==> config.mk <==
export PLATFORM = sky130hd
export DESIGN_NAME = pgc_scan
export DESIGN_NICKNAME = d
export VERILOG_FILES = /design/src/rtl/pgc_pkg.sv /design/src/rtl/pgc_cmp.sv /design/src/rtl/pgc_ctrl.sv /design/src/rtl/pgc_result.sv /design/src/rtl/pgc_scan.sv
export SDC_FILE = /design/constraint.sdc
export NUM_CORES = 1
export LEC_CHECK = 0
export BUFFER_PORTS_ARGS = -buffer_cell sky130_fd_sc_hd__buf_4
export CAP_MARGIN = 25
export CORE_UTILIZATION = 58
export DETAILED_ROUTE_END_ITERATION = 8
export GPL_TIMING_DRIVEN = 1
export PLACE_DENSITY = 0.95
export SLEW_MARGIN = 20
export SYNTH_ARGS = -nofsm -noshare
export SYNTH_HDL_FRONTEND = slang
export SYNTH_HIERARCHICAL = 1
export SYNTH_SLANG_ARGS = --single-unit
==> constraint.sdc <==
create_clock -name clk -period 10.89 [get_ports clk]
set_input_delay 2.178 -clock clk [delete_from_list [all_inputs] [get_ports clk]]
set_output_delay 2.178 -clock clk [all_outputs]
set_load 0.03 [all_outputs]
==> src/rtl/pgc_pkg.sv <==
package pgc_pkg;

  typedef enum logic [1:0] {
    ST_IDLE = 2'd0,
    ST_SCAN = 2'd1,
    ST_DONE = 2'd2
  } scan_state_t;

  // Same rank and bank as the reference
  function automatic logic same_bank(input logic [7:0] ra, input logic [7:0] rb,
                                     input logic [7:0] ba, input logic [7:0] bb);
    return (ra == rb) && (ba == bb);
  endfunction

  // Time at which a precharged bank is free again
  function automatic logic [63:0] closed_free_time(input logic [63:0] free_at,
                                                   input logic [63:0] ras_done,
                                                   input logic [63:0] rp);
    logic [63:0] later;
    later = (free_at > ras_done) ? free_at : ras_done;
    return later + rp;
  endfunction

endpackage

==> src/rtl/pgc_cmp.sv <==
module pgc_cmp #(
  parameter int RANK_W = 2,
  parameter int BANK_W = 3,
  parameter int ROW_W  = 14
) (
  input  logic [RANK_W-1:0] ref_rank,
  input  logic [BANK_W-1:0] ref_bank,
  input  logic [ROW_W-1:0]  ref_row,
  input  logic [RANK_W-1:0] ent_rank,
  input  logic [BANK_W-1:0] ent_bank,
  input  logic [ROW_W-1:0]  ent_row,
  output logic              ent_hit,
  output logic              ent_conf
);
  logic bank_match;
  logic row_match;

  always_comb begin
    bank_match = pgc_pkg::same_bank(8'(ref_rank), 8'(ent_rank),
                                    8'(ref_bank), 8'(ent_bank));
    row_match  = (ref_row == ent_row);
    ent_hit    = bank_match && row_match;
    ent_conf   = bank_match && !row_match;
  end
endmodule

==> src/rtl/pgc_ctrl.sv <==
module pgc_ctrl #(
  parameter int DEPTH = 32,
  localparam int IDX_W = (DEPTH > 1) ? $clog2(DEPTH) : 1,
  localparam int CNT_W = $clog2(DEPTH + 1)
) (
  input  logic             clk,
  input  logic             rst_n,
  input  logic             start,
  input  logic             svc_is_rd,
  input  logic [CNT_W-1:0] rd_count,
  input  logic [CNT_W-1:0] wr_count,
  input  logic             both_seen,
  output logic             sel_wr,
  output logic [IDX_W-1:0] idx,
  output logic [CNT_W-1:0] cnt_lat,
  output logic             accept,
  output logic             in_scan,
  output logic             busy,
  output logic             done
);
  import pgc_pkg::*;

  scan_state_t state_q, state_d;
  logic [CNT_W-1:0] cnt_pick;
  logic             last_entry;
  logic             stop_now;

  always_comb begin
    accept     = start && (state_q == ST_IDLE);
    cnt_pick   = svc_is_rd ? rd_count : wr_count;
    last_entry = ({1'b0, idx} == (cnt_lat - CNT_W'(1)));
    in_scan    = (state_q == ST_SCAN);
    stop_now   = in_scan && (both_seen || last_entry);
    busy       = (state_q != ST_IDLE);
    done       = (state_q == ST_DONE);
  end

  always_comb begin
    state_d = state_q;
    unique case (state_q)
      ST_IDLE: if (accept) state_d = (cnt_pick <= CNT_W'(1)) ? ST_DONE : ST_SCAN;
      ST_SCAN: if (stop_now) state_d = ST_DONE;
      ST_DONE: state_d = ST_IDLE;
      default: state_d = ST_IDLE;
    endcase
  end

  always_ff @(posedge clk) begin
    if (!rst_n) begin
      state_q <= ST_IDLE;
      sel_wr  <= 1'b0;
      idx     <= '0;
      cnt_lat <= '0;
    end else begin
      state_q <= state_d;
      if (accept) begin
        sel_wr  <= !svc_is_rd;
        cnt_lat <= cnt_pick;
        idx     <= IDX_W'(1);
      end else if (in_scan && !stop_now) begin
        idx <= idx + IDX_W'(1);
      end
    end
  end
endmodule

==> src/rtl/pgc_result.sv <==
module pgc_result #(
  parameter int RANK_W = 2,
  parameter int BANK_W = 3,
  parameter int ROW_W  = 14,
  parameter int TIME_W = 32
) (
  input  logic              clk,
  input  logic              rst_n,
  input  logic              accept,
  input  logic              in_scan,
  input  logic              done,
  input  logic [RANK_W-1:0] svc_rank,
  input  logic [BANK_W-1:0] svc_bank,
  input  logic [ROW_W-1:0]  svc_row,
  input  logic [TIME_W-1:0] bank_free_at,
  input  logic [TIME_W-1:0] bank_ras_done_at,
  input  logic [TIME_W-1:0] t_rp,
  input  logic              ent_hit,
  input  logic              ent_conf,
  output logic [RANK_W-1:0] ref_rank,
  output logic [BANK_W-1:0] ref_bank,
  output logic [ROW_W-1:0]  ref_row,
  output logic              hit_r,
  output logic              conf_r,
  output logic              both_seen,
  output logic              auto_pre,
  output logic [TIME_W-1:0] new_free_at
);
  logic [TIME_W-1:0] free_q, ras_q, rp_q;
  logic [TIME_W-1:0] closed_time;
  logic              close_it;

  always_comb begin
    both_seen   = (hit_r || ent_hit) && (conf_r || ent_conf);
    close_it    = !hit_r && conf_r;
    auto_pre    = done && close_it;
    closed_time = TIME_W'(pgc_pkg::closed_free_time(64'(free_q), 64'(ras_q), 64'(rp_q)));
    new_free_at = close_it ? closed_time : free_q;
  end

  always_ff @(posedge clk) begin
    if (!rst_n) begin
      ref_rank <= '0;
      ref_bank <= '0;
      ref_row  <= '0;
      free_q   <= '0;
      ras_q    <= '0;
      rp_q     <= '0;
      hit_r    <= 1'b0;
      conf_r   <= 1'b0;
    end else if (accept) begin
      ref_rank <= svc_rank;
      ref_bank <= svc_bank;
      ref_row  <= svc_row;
      free_q   <= bank_free_at;
      ras_q    <= bank_ras_done_at;
      rp_q     <= t_rp;
      hit_r    <= 1'b0;
      conf_r   <= 1'b0;
    end else if (in_scan) begin
      hit_r  <= hit_r  || ent_hit;
      conf_r <= conf_r || ent_conf;
    end
  end
endmodule

==> src/rtl/pgc_scan.sv <==
module pgc_scan #(
  parameter int DEPTH  = 32,
  parameter int RANK_W = 2,
  parameter int BANK_W = 3,
  parameter int ROW_W  = 14,
  parameter int TIME_W = 32,
  localparam int IDX_W = (DEPTH > 1) ? $clog2(DEPTH) : 1,
  localparam int CNT_W = $clog2(DEPTH + 1)
) (
  input  logic              clk,
  input  logic              rst_n,
  input  logic              start,
  input  logic              svc_is_rd,
  input  logic [RANK_W-1:0] svc_rank,
  input  logic [BANK_W-1:0] svc_bank,
  input  logic [ROW_W-1:0]  svc_row,
  input  logic [TIME_W-1:0] bank_free_at,
  input  logic [TIME_W-1:0] bank_ras_done_at,
  input  logic [TIME_W-1:0] t_rp,
  input  logic [CNT_W-1:0]  rd_count,
  input  logic [CNT_W-1:0]  wr_count,
  output logic              q_sel_wr,
  output logic [IDX_W-1:0]  q_idx,
  input  logic [RANK_W-1:0] q_rank,
  input  logic [BANK_W-1:0] q_bank,
  input  logic [ROW_W-1:0]  q_row,
  output logic              busy,
  output logic              done,
  output logic              hit_found,
  output logic              conflict_found,
  output logic              auto_pre,
  output logic [TIME_W-1:0] new_free_at
);
  // Named internal events, visible to the bound checker
  logic              accept;
  logic              in_scan;
  logic              both_seen;
  logic              ent_hit;
  logic              ent_conf;
  logic [CNT_W-1:0]  cnt_lat;
  logic [RANK_W-1:0] ref_rank;
  logic [BANK_W-1:0] ref_bank;
  logic [ROW_W-1:0]  ref_row;

  pgc_ctrl #(.DEPTH(DEPTH)) u_ctrl (
    .clk       (clk),
    .rst_n     (rst_n),
    .start     (start),
    .svc_is_rd (svc_is_rd),
    .rd_count  (rd_count),
    .wr_count  (wr_count),
    .both_seen (both_seen),
    .sel_wr    (q_sel_wr),
    .idx       (q_idx),
    .cnt_lat   (cnt_lat),
    .accept    (accept),
    .in_scan   (in_scan),
    .busy      (busy),
    .done      (done)
  );

  pgc_cmp #(.RANK_W(RANK_W), .BANK_W(BANK_W), .ROW_W(ROW_W)) u_cmp (
    .ref_rank (ref_rank),
    .ref_bank (ref_bank),
    .ref_row  (ref_row),
    .ent_rank (q_rank),
    .ent_bank (q_bank),
    .ent_row  (q_row),
    .ent_hit  (ent_hit),
    .ent_conf (ent_conf)
  );

  pgc_result #(.RANK_W(RANK_W), .BANK_W(BANK_W), .ROW_W(ROW_W), .TIME_W(TIME_W)) u_res (
    .clk              (clk),
    .rst_n            (rst_n),
    .accept           (accept),
    .in_scan          (in_scan),
    .done             (done),
    .svc_rank         (svc_rank),
    .svc_bank         (svc_bank),
    .svc_row          (svc_row),
    .bank_free_at     (bank_free_at),
    .bank_ras_done_at (bank_ras_done_at),
    .t_rp             (t_rp),
    .ent_hit          (ent_hit),
    .ent_conf         (ent_conf),
    .ref_rank         (ref_rank),
    .ref_bank         (ref_bank),
    .ref_row          (ref_row),
    .hit_r            (hit_found),
    .conf_r           (conflict_found),
    .both_seen        (both_seen),
    .auto_pre         (auto_pre),
    .new_free_at      (new_free_at)
  );
endmodule

==> impl_metrics.env, run 1 <==
export IMPL_arrival_ps=6180
export IMPL_grt_pass1_vias=7879
export IMPL_pre_cts_slack_ps=3160
export IMPL_cts_resized=0
export IMPL_power_w=0.00159
export IMPL_grt_ovfl_total=0
export IMPL_hold_viol_final=0
export IMPL_core_um2=14600
export IMPL_gp_congestion=0.895
export IMPL_dieWidth_um=124
export IMPL_die_area_um2=15500
export IMPL_nets=1354
export IMPL_netlist_instances=966
export IMPL_ir_drop_v=0.000121
export IMPL_fmax_mhz=120
export IMPL_drive_above_1_share=0.247
export IMPL_timing_final_crit_period_ps=8360
export IMPL_wire_per_inst_um=17.2
export IMPL_cts_tree="yes"
export IMPL_synthesis_area_um2=8680
export IMPL_status="finished clean"
export IMPL_area_growth_syn_to_layout_pct=24.9
export IMPL_p_leak_nw=4.87
export IMPL_wl_um=23000
export IMPL_grt_max_degree=128
export IMPL_first_pass_iters=5
export IMPL_cts_buffers=17
export IMPL_htree_levels=4
export IMPL_crit_buf_inv=3
export IMPL_vias=7779
export IMPL_synth_edff_count=0
export IMPL_diodes=0
export IMPL_antenna_left=0
export IMPL_synth_top_family_by_area="simple AND/OR/NAND/NOR gates"
export IMPL_endpoint_kind="output pin"
export IMPL_tns_ps=0
export IMPL_nFillCells=970
export IMPL_drc=0
export IMPL_mostFrequentLayoutCells="buf_4, dfxtp_1, mux2i_1, nor2b_1, nand2_1"
export IMPL_drt_vias_per_instance=5.83
export IMPL_rows=44
export IMPL_synth_compound_area_share=0.135
export IMPL_cts_root_buf="clkbuf_16"
export IMPL_min_path_type="reg -> reg"
export IMPL_seq_area_frac_synth=0.302
export IMPL_path_class="reg -> out"
export IMPL_synthFlopType="dfxtp_1"
export IMPL_synth_nets=1182
export IMPL_worst_pin_slew_ps=1040
export IMPL_synthSimpleGateAreaFrac=0.189
export IMPL_initial_core_util=0.595
export IMPL_finalCritPeriodShare=0.768
export IMPL_final_common_cell="buf_4"
export IMPL_clkLatencyLatePin_ps=420
export IMPL_rsz0062_at_grt="false"
export IMPL_grt_pass1_wl_um=37000
export IMPL_ys_ff_latch=131
export IMPL_first_iter_violations=538
export IMPL_maxCapViolations=0
export IMPL_critPathMaxFanout=19
export IMPL_yosys_warnings=6
export IMPL_clk_path_buf_depth=2
export IMPL_cp_top_family="compound AO/OA/AOI/OAI gates"
export IMPL_die_h_um=124
export IMPL_grt_antenna_before_repair=0
export IMPL_slew_headroom=0.305
export IMPL_power_density_nw_per_um2=147
export IMPL_yosys_mux_area_fraction=0.184
export IMPL_port_buffers=192
export IMPL_setup_viol=0
export IMPL_grt_util_all_layers=0.296
export IMPL_clock_sinks=131
export IMPL_path_clk_slew_ps=60
export IMPL_io_pins=193
export IMPL_netlist_cell_type_count=66
export IMPL_avgSynthCellArea_um2=8.98
export IMPL_path_cells="inv_1, ha_1, nand4_1, nor4_1, nand4_1, o21ai_4, buf_4, mux2_2, ha_1, nor2b_1, o31ai_1, a21oi_2, a311oi_2, o21bai_1, a2111oi_0, nor2_1, xnor2_1, o21ai_1, buf_4"
export IMPL_fin_skew_ps=5.97
export IMPL_dp_hpwl_um=16400
export IMPL_slowest_delay_ps=640
export IMPL_cts_hold_fix_buffers=0
export IMPL_critical_path_slowest_cell="nor4_1"
export IMPL_critPathLaunchType="flop"
export IMPL_synthAdderAreaFrac=0.0960
export IMPL_worstPathRequired_ps=8710
export IMPL_drv_slew=0
export IMPL_ys_async_sr_fraction=0
export IMPL_synthXorXnorAreaFrac=0.0484
export IMPL_setup_slack_ps=2530
export IMPL_postCtsSetupBuffers=0
-- layout make-up --
| cell class | instances | area, um^2 | area share |
|---|---|---|---|
| tap | 184 | 230 | 0.0212 |
| multi-input combinational | 743 | 5680 | 0.524 |
| clock buffer | 20 | 457 | 0.0421 |
| inverter | 46 | 173 | 0.0159 |
| clock inverter | 12 | 131 | 0.0121 |
| sequential | 131 | 2620 | 0.242 |
| timing repair buffer | 199 | 1550 | 0.143 |
-- path summary, 6_finish.rpt --
check / slack (ps) / endpoint / from / cells past startpoint
setup / recovery: 2530 / new_free_at[20] / u_res/ras_q[31]$_SDFFE_PN0P_ / 19
hold / removal: 500 / u_ctrl/sel_wr$_SDFFE_PN0P_ / u_ctrl/sel_wr$_SDFFE_PN0P_ / 1
setup reg to reg: 8510 / u_ctrl/idx[0]$_SDFFE_PN0P_ / u_ctrl/cnt_lat[0]$_SDFFE_PN0P_ / 5
hold reg to reg: 500 / u_ctrl/sel_wr$_SDFFE_PN0P_ / u_ctrl/sel_wr$_SDFFE_PN0P_ / 1
-- power breakdown --
group	switching (W)	total (W)	internal [W]
sequential	0.0000362	0.000554	0.000518
clock	0.000218	0.000567	0.000348
combinational	0.000254	0.000474	0.000220
total	0.000508	0.00159	0.00109
-- stage by stage --
stage	hold slack, ps	cell area (um^2)	utilization	cells
2_1_floorplan	446	8680	-	966
5_1_grt	519	10800	0.743	1335
4_1_cts	506	10800	0.738	1332
6_report	499	10800	0.743	1335
3_3_place_gp	460	10200	0.697	1300
3_5_place_dp	489	10200	0.697	1300
-- flip-flops by register name, indices dropped and copies added, names as in the netlist --
name            count
u_res/conf_r        1
u_res/hit_r         1
u_res/rp_q         32
u_ctrl/idx          5
u_ctrl/cnt_lat      6
u_res/ras_q        32
u_ctrl/sel_wr       1
u_ctrl/state_q      2
u_res/ref_bank      3
u_res/ref_rank      2
u_res/ref_row      14
u_res/free_q       32
-- synth_stat cells (6+ instances only) --
| library cell | instances | share of area |
|---|---|---|
| inv_1 | 46 | 0.020 |
| o211a_1 | 7 | 0.0081 |
| buf_1 | 11 | 0.0048 |
| nand2b_1 | 9 | 0.0065 |
| mux2i_1 | 126 | 0.15 |
| mux2_2 | 30 | 0.039 |
| nor3_1 | 8 | 0.0046 |
| ha_1 | 65 | 0.094 |
| o21ai_0 | 40 | 0.023 |
| o21ai_1 | 14 | 0.0081 |
| a21o_1 | 12 | 0.010 |
| nand4_1 | 15 | 0.011 |
| nand2_1 | 70 | 0.030 |
| a211oi_1 | 8 | 0.0069 |
| clkbuf_1 | 23 | 0.0099 |
| nor2b_1 | 125 | 0.090 |
| a21oi_1 | 39 | 0.022 |
| nand3_1 | 12 | 0.0069 |
| o21bai_1 | 6 | 0.0052 |
| nor2_1 | 39 | 0.017 |
| dfxtp_1 | 131 | 0.30 |
| xor2_1 | 23 | 0.023 |
| o21a_1 | 8 | 0.0069 |
| xnor2_1 | 25 | 0.025 |
-- kinds of logic after synthesis --
family	Yosys count
and+or+nand+nor	301
buffers and inverters	92
muxes	156
DFF	131
xor gates and xnor gates	48
adders and majority gates	66
AOI/OAI and AO/OA	172
-- metal layers --
layer | vias up | share of wire | GRT usage
li1 | 3737 | - | -
met1 | 3649 | 0.41 | 0.344
met2 | 313 | 0.50 | 0.511
met3 | 80 | 0.056 | 0.0700
met4 | 0 | 0.034 | 0.138
met5 | - | 0 | 0
Power figures use the tool's default switching activity.
==> run 2, diff against run 1 <==
Settings changed: CORE_UTILIZATION 58 to 50, PLACE_DENSITY 0.95 to 0.87.
Clock period 10.89 ns to 7.4 ns, I/O delays scaled along.
==> impl_metrics.env, run 2 (same netlist as run 1, synthesis figures left out) <==
export IMPL_status="finished clean"
export IMPL_power_switching_w=0.000757
export IMPL_r2r_start="u_ctrl/state_q[0]$_SDFFE_PN0P_"
export IMPL_clkLatencyLatePin_ps=430
export IMPL_power_w=0.00243
export IMPL_grt_pass1_wl_um=35600
export IMPL_critPathLaunchType="flop"
export IMPL_wire_per_inst_um=16.4
export IMPL_cts_buffers=17
export IMPL_clock_sinks=131
export IMPL_fin_area_um2=11000
export IMPL_grt_use_met2=0.415
export IMPL_drive_above_1_share=0.249
export IMPL_die_h_um=134
export IMPL_met1_usage=0.316
export IMPL_cts_tree="yes"
export IMPL_core_um2=16800
export IMPL_rows=47
export IMPL_cts_hold_fix_buffers=0
export IMPL_p_sw_frac=0.311
export IMPL_fin_util=0.654
export IMPL_nets=1355
export IMPL_gr_max_usage_layer="met2"
export IMPL_worstPathRequired_ps=5920
export IMPL_area_growth_syn_to_layout_pct=26.3
export IMPL_r2r_end="u_ctrl/idx[1]$_SDFFE_PP0P_"
export IMPL_drv_slew=0
export IMPL_tns_ps=0
export IMPL_cts_root_buf="clkbuf_16"
export IMPL_wl_um=22400
export IMPL_maxCapViolations=0
export IMPL_slew_headroom=0.459
export IMPL_setup_viol=0
export IMPL_grt_max_degree=128
export IMPL_intPower_w=0.00168
export IMPL_p_seq_frac=0.334
export IMPL_fin_skew_ps=7.88
export IMPL_reg2reg_slack_ps=4970
export IMPL_hold_viol_final=0
export IMPL_mostFrequentLayoutCells="buf_4, dfxtp_1, mux2i_1, nor2b_1, nand2_1"
export IMPL_top_regs="u_res/free_q (32), u_res/ras_q (32), u_res/rp_q (32)"
export IMPL_reg2reg_depth=6
export IMPL_drt_vias_per_instance=5.59
export IMPL_diodes=0
export IMPL_min_to="u_ctrl/state_q[1]$_SDFFE_PN0P_"
export IMPL_grt_ovfl_total=0
export IMPL_whs_path_depth=1
export IMPL_first_iter_violations=514
export IMPL_critPathMaxFanout=14
export IMPL_combinationalPowerShare=0.288
export IMPL_grt_antenna_before_repair=0
export IMPL_power_density_nw_per_um2=222
export IMPL_power_frac_clock=0.378
export IMPL_io_pins=193
export IMPL_path_clk_slew_ps=60
export IMPL_dieWidth_um=134
export IMPL_clk_path_buf_depth=2
export IMPL_p_leak_nw=4.90
export IMPL_ir_drop_v=0.000186
export IMPL_die_area_um2=17900
export IMPL_hp_start="u_ctrl/state_q[1]$_SDFFE_PN0P_"
export IMPL_min_path_type="reg -> reg"
export IMPL_gp_congestion=0.849
export IMPL_drc=0
export IMPL_path_class="reg -> out"
export IMPL_htree_levels=4
export IMPL_worst_pin_slew_ps=812
export IMPL_grt_util_all_layers=0.249
export IMPL_final_common_cell="buf_4"
export IMPL_dp_hpwl_um=15700
export IMPL_rsz0062_at_grt="false"
export IMPL_first_pass_iters=5
export IMPL_fmax_mhz=142
export IMPL_timing_final_crit_period_ps=7060
export IMPL_vias=7667
export IMPL_startpoint="u_res/ras_q[31]$_SDFFE_PN0P_"
export IMPL_grt_pass1_vias=7422
export IMPL_endpoint_kind="output pin"
export IMPL_grtUsageMet3=0.0540
export IMPL_arrival_ps=5580
export IMPL_initial_core_util=0.518
export IMPL_antenna_left=0
export IMPL_place_area_um2=10200
export IMPL_finalCritPeriodShare=0.954
export IMPL_port_buffers=192
-- run 2: power groups by stage --
stage	sequential [W]	combinational, W	clock [W]
2_1_floorplan	0.000812	0.000493	0
3_3_place_gp	0.000824	0.000654	0
3_5_place_dp	0.000827	0.000669	0
4_1_cts	0.000812	0.000678	0.000932
5_1_grt	0.000822	0.000759	0.000963
6_report	0.000814	0.000700	0.000920
-- run 2: how the worst max path moves through the flow --
stage,to,slack (ps),cells past startpoint
2_1_floorplan,new_free_at[25],1320,19
3_3_place_gp,new_free_at[31],650,18
3_5_place_dp,new_free_at[31],610,19
4_1_cts,new_free_at[31],110,18
5_1_grt,new_free_at[30],20,20
6_report,new_free_at[30],340,21
-- run 2: layout make-up --
| class | count | area [um^2] |
|---|---|---|
| Fill cell | 1328 | 5800 |
| Multi-Input combinational cell | 744 | 5710 |
| Sequential cell | 131 | 2620 |
| Timing Repair Buffer | 199 | 1550 |
| Clock buffer | 20 | 457 |
| Tap cell | 220 | 275 |
| Clock inverter | 12 | 179 |
| Inverter | 46 | 173 |
-- run 2: routing by layer --
layer / wire length, um / part of all wire
met5: 0 / 0
met4: 334 / 0.015
met3: 1320 / 0.059
met2: 10800 / 0.48
met1: 9980 / 0.44
-- run 2: critical path, cell delays in order (launching register included) --
cell and delay, ps:
dfxtp_1 390, inv_1 60, ha_1 290, nand4_1 240
nor4_2 470, o21ai_1 130, a31oi_2 350, o21ai_4 240
o21ai_0 220, ha_1 230, inv_1 70, fa_1 400
nor2b_1 220, o31ai_1 110, a21oi_2 200, a311oi_2 170
o21a_1 290, o21ai_4 250, a211oi_1 140, or4_1 420
nand3_1 80, buf_4 160
-- run 2: stage by stage --
stage	setup slack, ps	instances	hold WS [ps]
2_1_floorplan	1320	966	446
5_1_grt	17.7	1372	526
6_report	344	1372	493
4_1_cts	106	1367	493
3_5_place_dp	606	1335	479
3_3_place_gp	652	1335	469
-- run 2: repair_timing --
action | in CTS | in global routing
buffers inserted | 0 | 2
endpoints found under the setup margin | 0 | 7
resized for setup | 0 | 3
==> run 3, diff against run 2 <==
Settings changed: CORE_UTILIZATION 50 to 30, MAX_ROUTING_LAYER set to met4, PLACE_DENSITY 0.87 to 0.52.
==> impl_metrics.env, run 3 (same netlist as run 1, synthesis figures left out) <==
export IMPL_status="finished clean"
export IMPL_critical_path_slowest_cell="or4_1"
export IMPL_critPathLaunchType="flop"
export IMPL_cts_root_buf="clkbuf_16"
export IMPL_power_switching_w=0.000754
export IMPL_nets=1359
export IMPL_critPathMostFrequentCell="nand4_1"
export IMPL_slew_headroom=0.386
export IMPL_port_buffers=192
export IMPL_drv_slew=0
export IMPL_worstPathRequired_ps=5920
export IMPL_die_h_um=172
export IMPL_combinationalPowerShare=0.295
export IMPL_final_common_cell="buf_4"
export IMPL_p_seq_frac=0.333
export IMPL_wl_um=24200
export IMPL_clkLatencyLatePin_ps=420
export IMPL_grt_max_degree=130
export IMPL_rsz0062_at_grt="false"
export IMPL_cts_hold_fix_buffers=0
export IMPL_fin_skew_ps=7.16
export IMPL_finalCritPeriodShare=0.951
export IMPL_io_pins=193
export IMPL_ir_drop_v=0.000129
export IMPL_crit_buf_inv=3
export IMPL_min_path_type="reg -> reg"
export IMPL_power_density_nw_per_um2=219
export IMPL_setup_slack_ps=362
export IMPL_top_regs="u_res/free_q (32), u_res/ras_q (32), u_res/rp_q (32)"
export IMPL_p_leak_nw=4.91
export IMPL_drt_vias_per_instance=4.70
export IMPL_tns_ps=0
export IMPL_worst_pin_slew_ps=922
export IMPL_grt_pass1_wl_um=37600
export IMPL_clk_path_buf_depth=2
export IMPL_htree_levels=4
export IMPL_core_um2=28100
export IMPL_endpoint_kind="output pin"
export IMPL_critPathMaxFanout=7
export IMPL_path_cells="inv_1, ha_1, nand4_1, nor4_4, nand4_1, o21ai_4, buf_4, mux2_2, ha_1, nand3_2, nor4_2, nand4_1, a41oi_2, o211ai_2, or4_1, o21ai_1, o21ai_1, o311ai_1, buf_4"
export IMPL_gp_congestion=0.807
export IMPL_holdWs_ps=493
export IMPL_cts_buffers=17
export IMPL_drc=0
export IMPL_arrival_ps=5560
export IMPL_hold_viol_final=0
export IMPL_clock_sinks=131
export IMPL_cp_top_family="simple AND/OR/NAND/NOR gates"
export IMPL_die_area_um2=29600
export IMPL_rows=61
export IMPL_power_w=0.00245
export IMPL_dieWidth_um=172
export IMPL_fmax_mhz=142
export IMPL_dp_hpwl_um=17800
export IMPL_grt_pass1_vias=7084
export IMPL_vias=7210
export IMPL_first_pass_iters=5
export IMPL_cts_tree="yes"
export IMPL_grt_antenna_before_repair=0
export IMPL_slowest_delay_ps=540
export IMPL_setup_viol=0
export IMPL_timing_final_crit_period_ps=7040
export IMPL_initial_core_util=0.309
export IMPL_antenna_left=0
export IMPL_area_growth_syn_to_layout_pct=28.9
export IMPL_drive_above_1_share=0.251
export IMPL_path_clk_slew_ps=60
export IMPL_diodes=0
export IMPL_first_iter_violations=426
export IMPL_wire_per_inst_um=15.8
export IMPL_mostFrequentLayoutCells="buf_4, dfxtp_1, mux2i_1, nor2b_1, nand2_1"
export IMPL_maxCapViolations=0
export IMPL_grt_ovfl_total=0
export IMPL_power_frac_clock=0.372
export IMPL_grt_util_all_layers=0.171
export IMPL_path_class="reg -> out"
export IMPL_intPower_w=0.00170
export IMPL_pre_cts_slack_ps=382
export IMPL_p_sw_frac=0.308
run 3: cell types whose count changed in the layout (fill, tap and decap cells not counted), sizes merged:
cell / delta
clkinv: -2
clkinvlp: -1
inv: -1
bufinv: -1
clkbuf: +5
buf: +4
run 3: path summary, 6_finish.rpt:
kind / from / cells past startpoint / end / slack (ps)
worst max-delay path: u_res/ras_q[31]$_SDFFE_PN0P_ / 19 / new_free_at[31] / 360
worst min-delay path: u_ctrl/state_q[1]$_SDFFE_PN0P_ / 1 / u_ctrl/state_q[1]$_SDFFE_PN0P_ / 490
worst max register to register: u_ctrl/cnt_lat[0]$_SDFFE_PN0P_ / 5 / u_ctrl/state_q[1]$_SDFFE_PN0P_ / 5140
worst min register to register: u_ctrl/state_q[1]$_SDFFE_PN0P_ / 1 / u_ctrl/state_q[1]$_SDFFE_PN0P_ / 490
run 3: power by group through the flow:
stage          clock network (W)  logic, W  registers [W]
2_1_floorplan                  0  0.000493       0.000812
5_1_grt                 0.000974  0.000795       0.000823
3_3_place_gp                   0  0.000677       0.000829
4_1_cts                 0.000946  0.000691       0.000815
3_5_place_dp                   0  0.000681       0.000830
6_report                0.000911  0.000724       0.000815
run 3: layout make-up:
type	count	area, um^2
clock buffer	25	515
clock inverter	7	119
fill	2925	16900
inverter	46	173
multi-input combinational	744	5720
sequential	131	2620
tap	378	473
timing repair buffer	203	1560
run 3: what timing repair did:
action | 4_1_cts | 5_1_grt
pin swaps | 1 | 2
cloned | 1 | 0
endpoints found under the setup margin | 2 | 12
resized for setup | 2 | 3
setup buffers | 0 | 6
run 3: layer usage:
layer,track usage,vias to the layer above,part of all wire
met4,0.0431,0,0.012
met2,0.270,163,0.46
met3,0.0364,19,0.044
met5,-,-,0
li1,-,3732,-
met1,0.220,3296,0.48
run 3: through the flow:
step	utilization	std cells	cell area (um^2)
after global routing	0.398	1534	11200
after floorplan	-	966	8680
after global placement	0.372	1495	10400
after CTS	0.395	1528	11100
after detailed placement	0.372	1495	10400
final	0.398	1534	11200
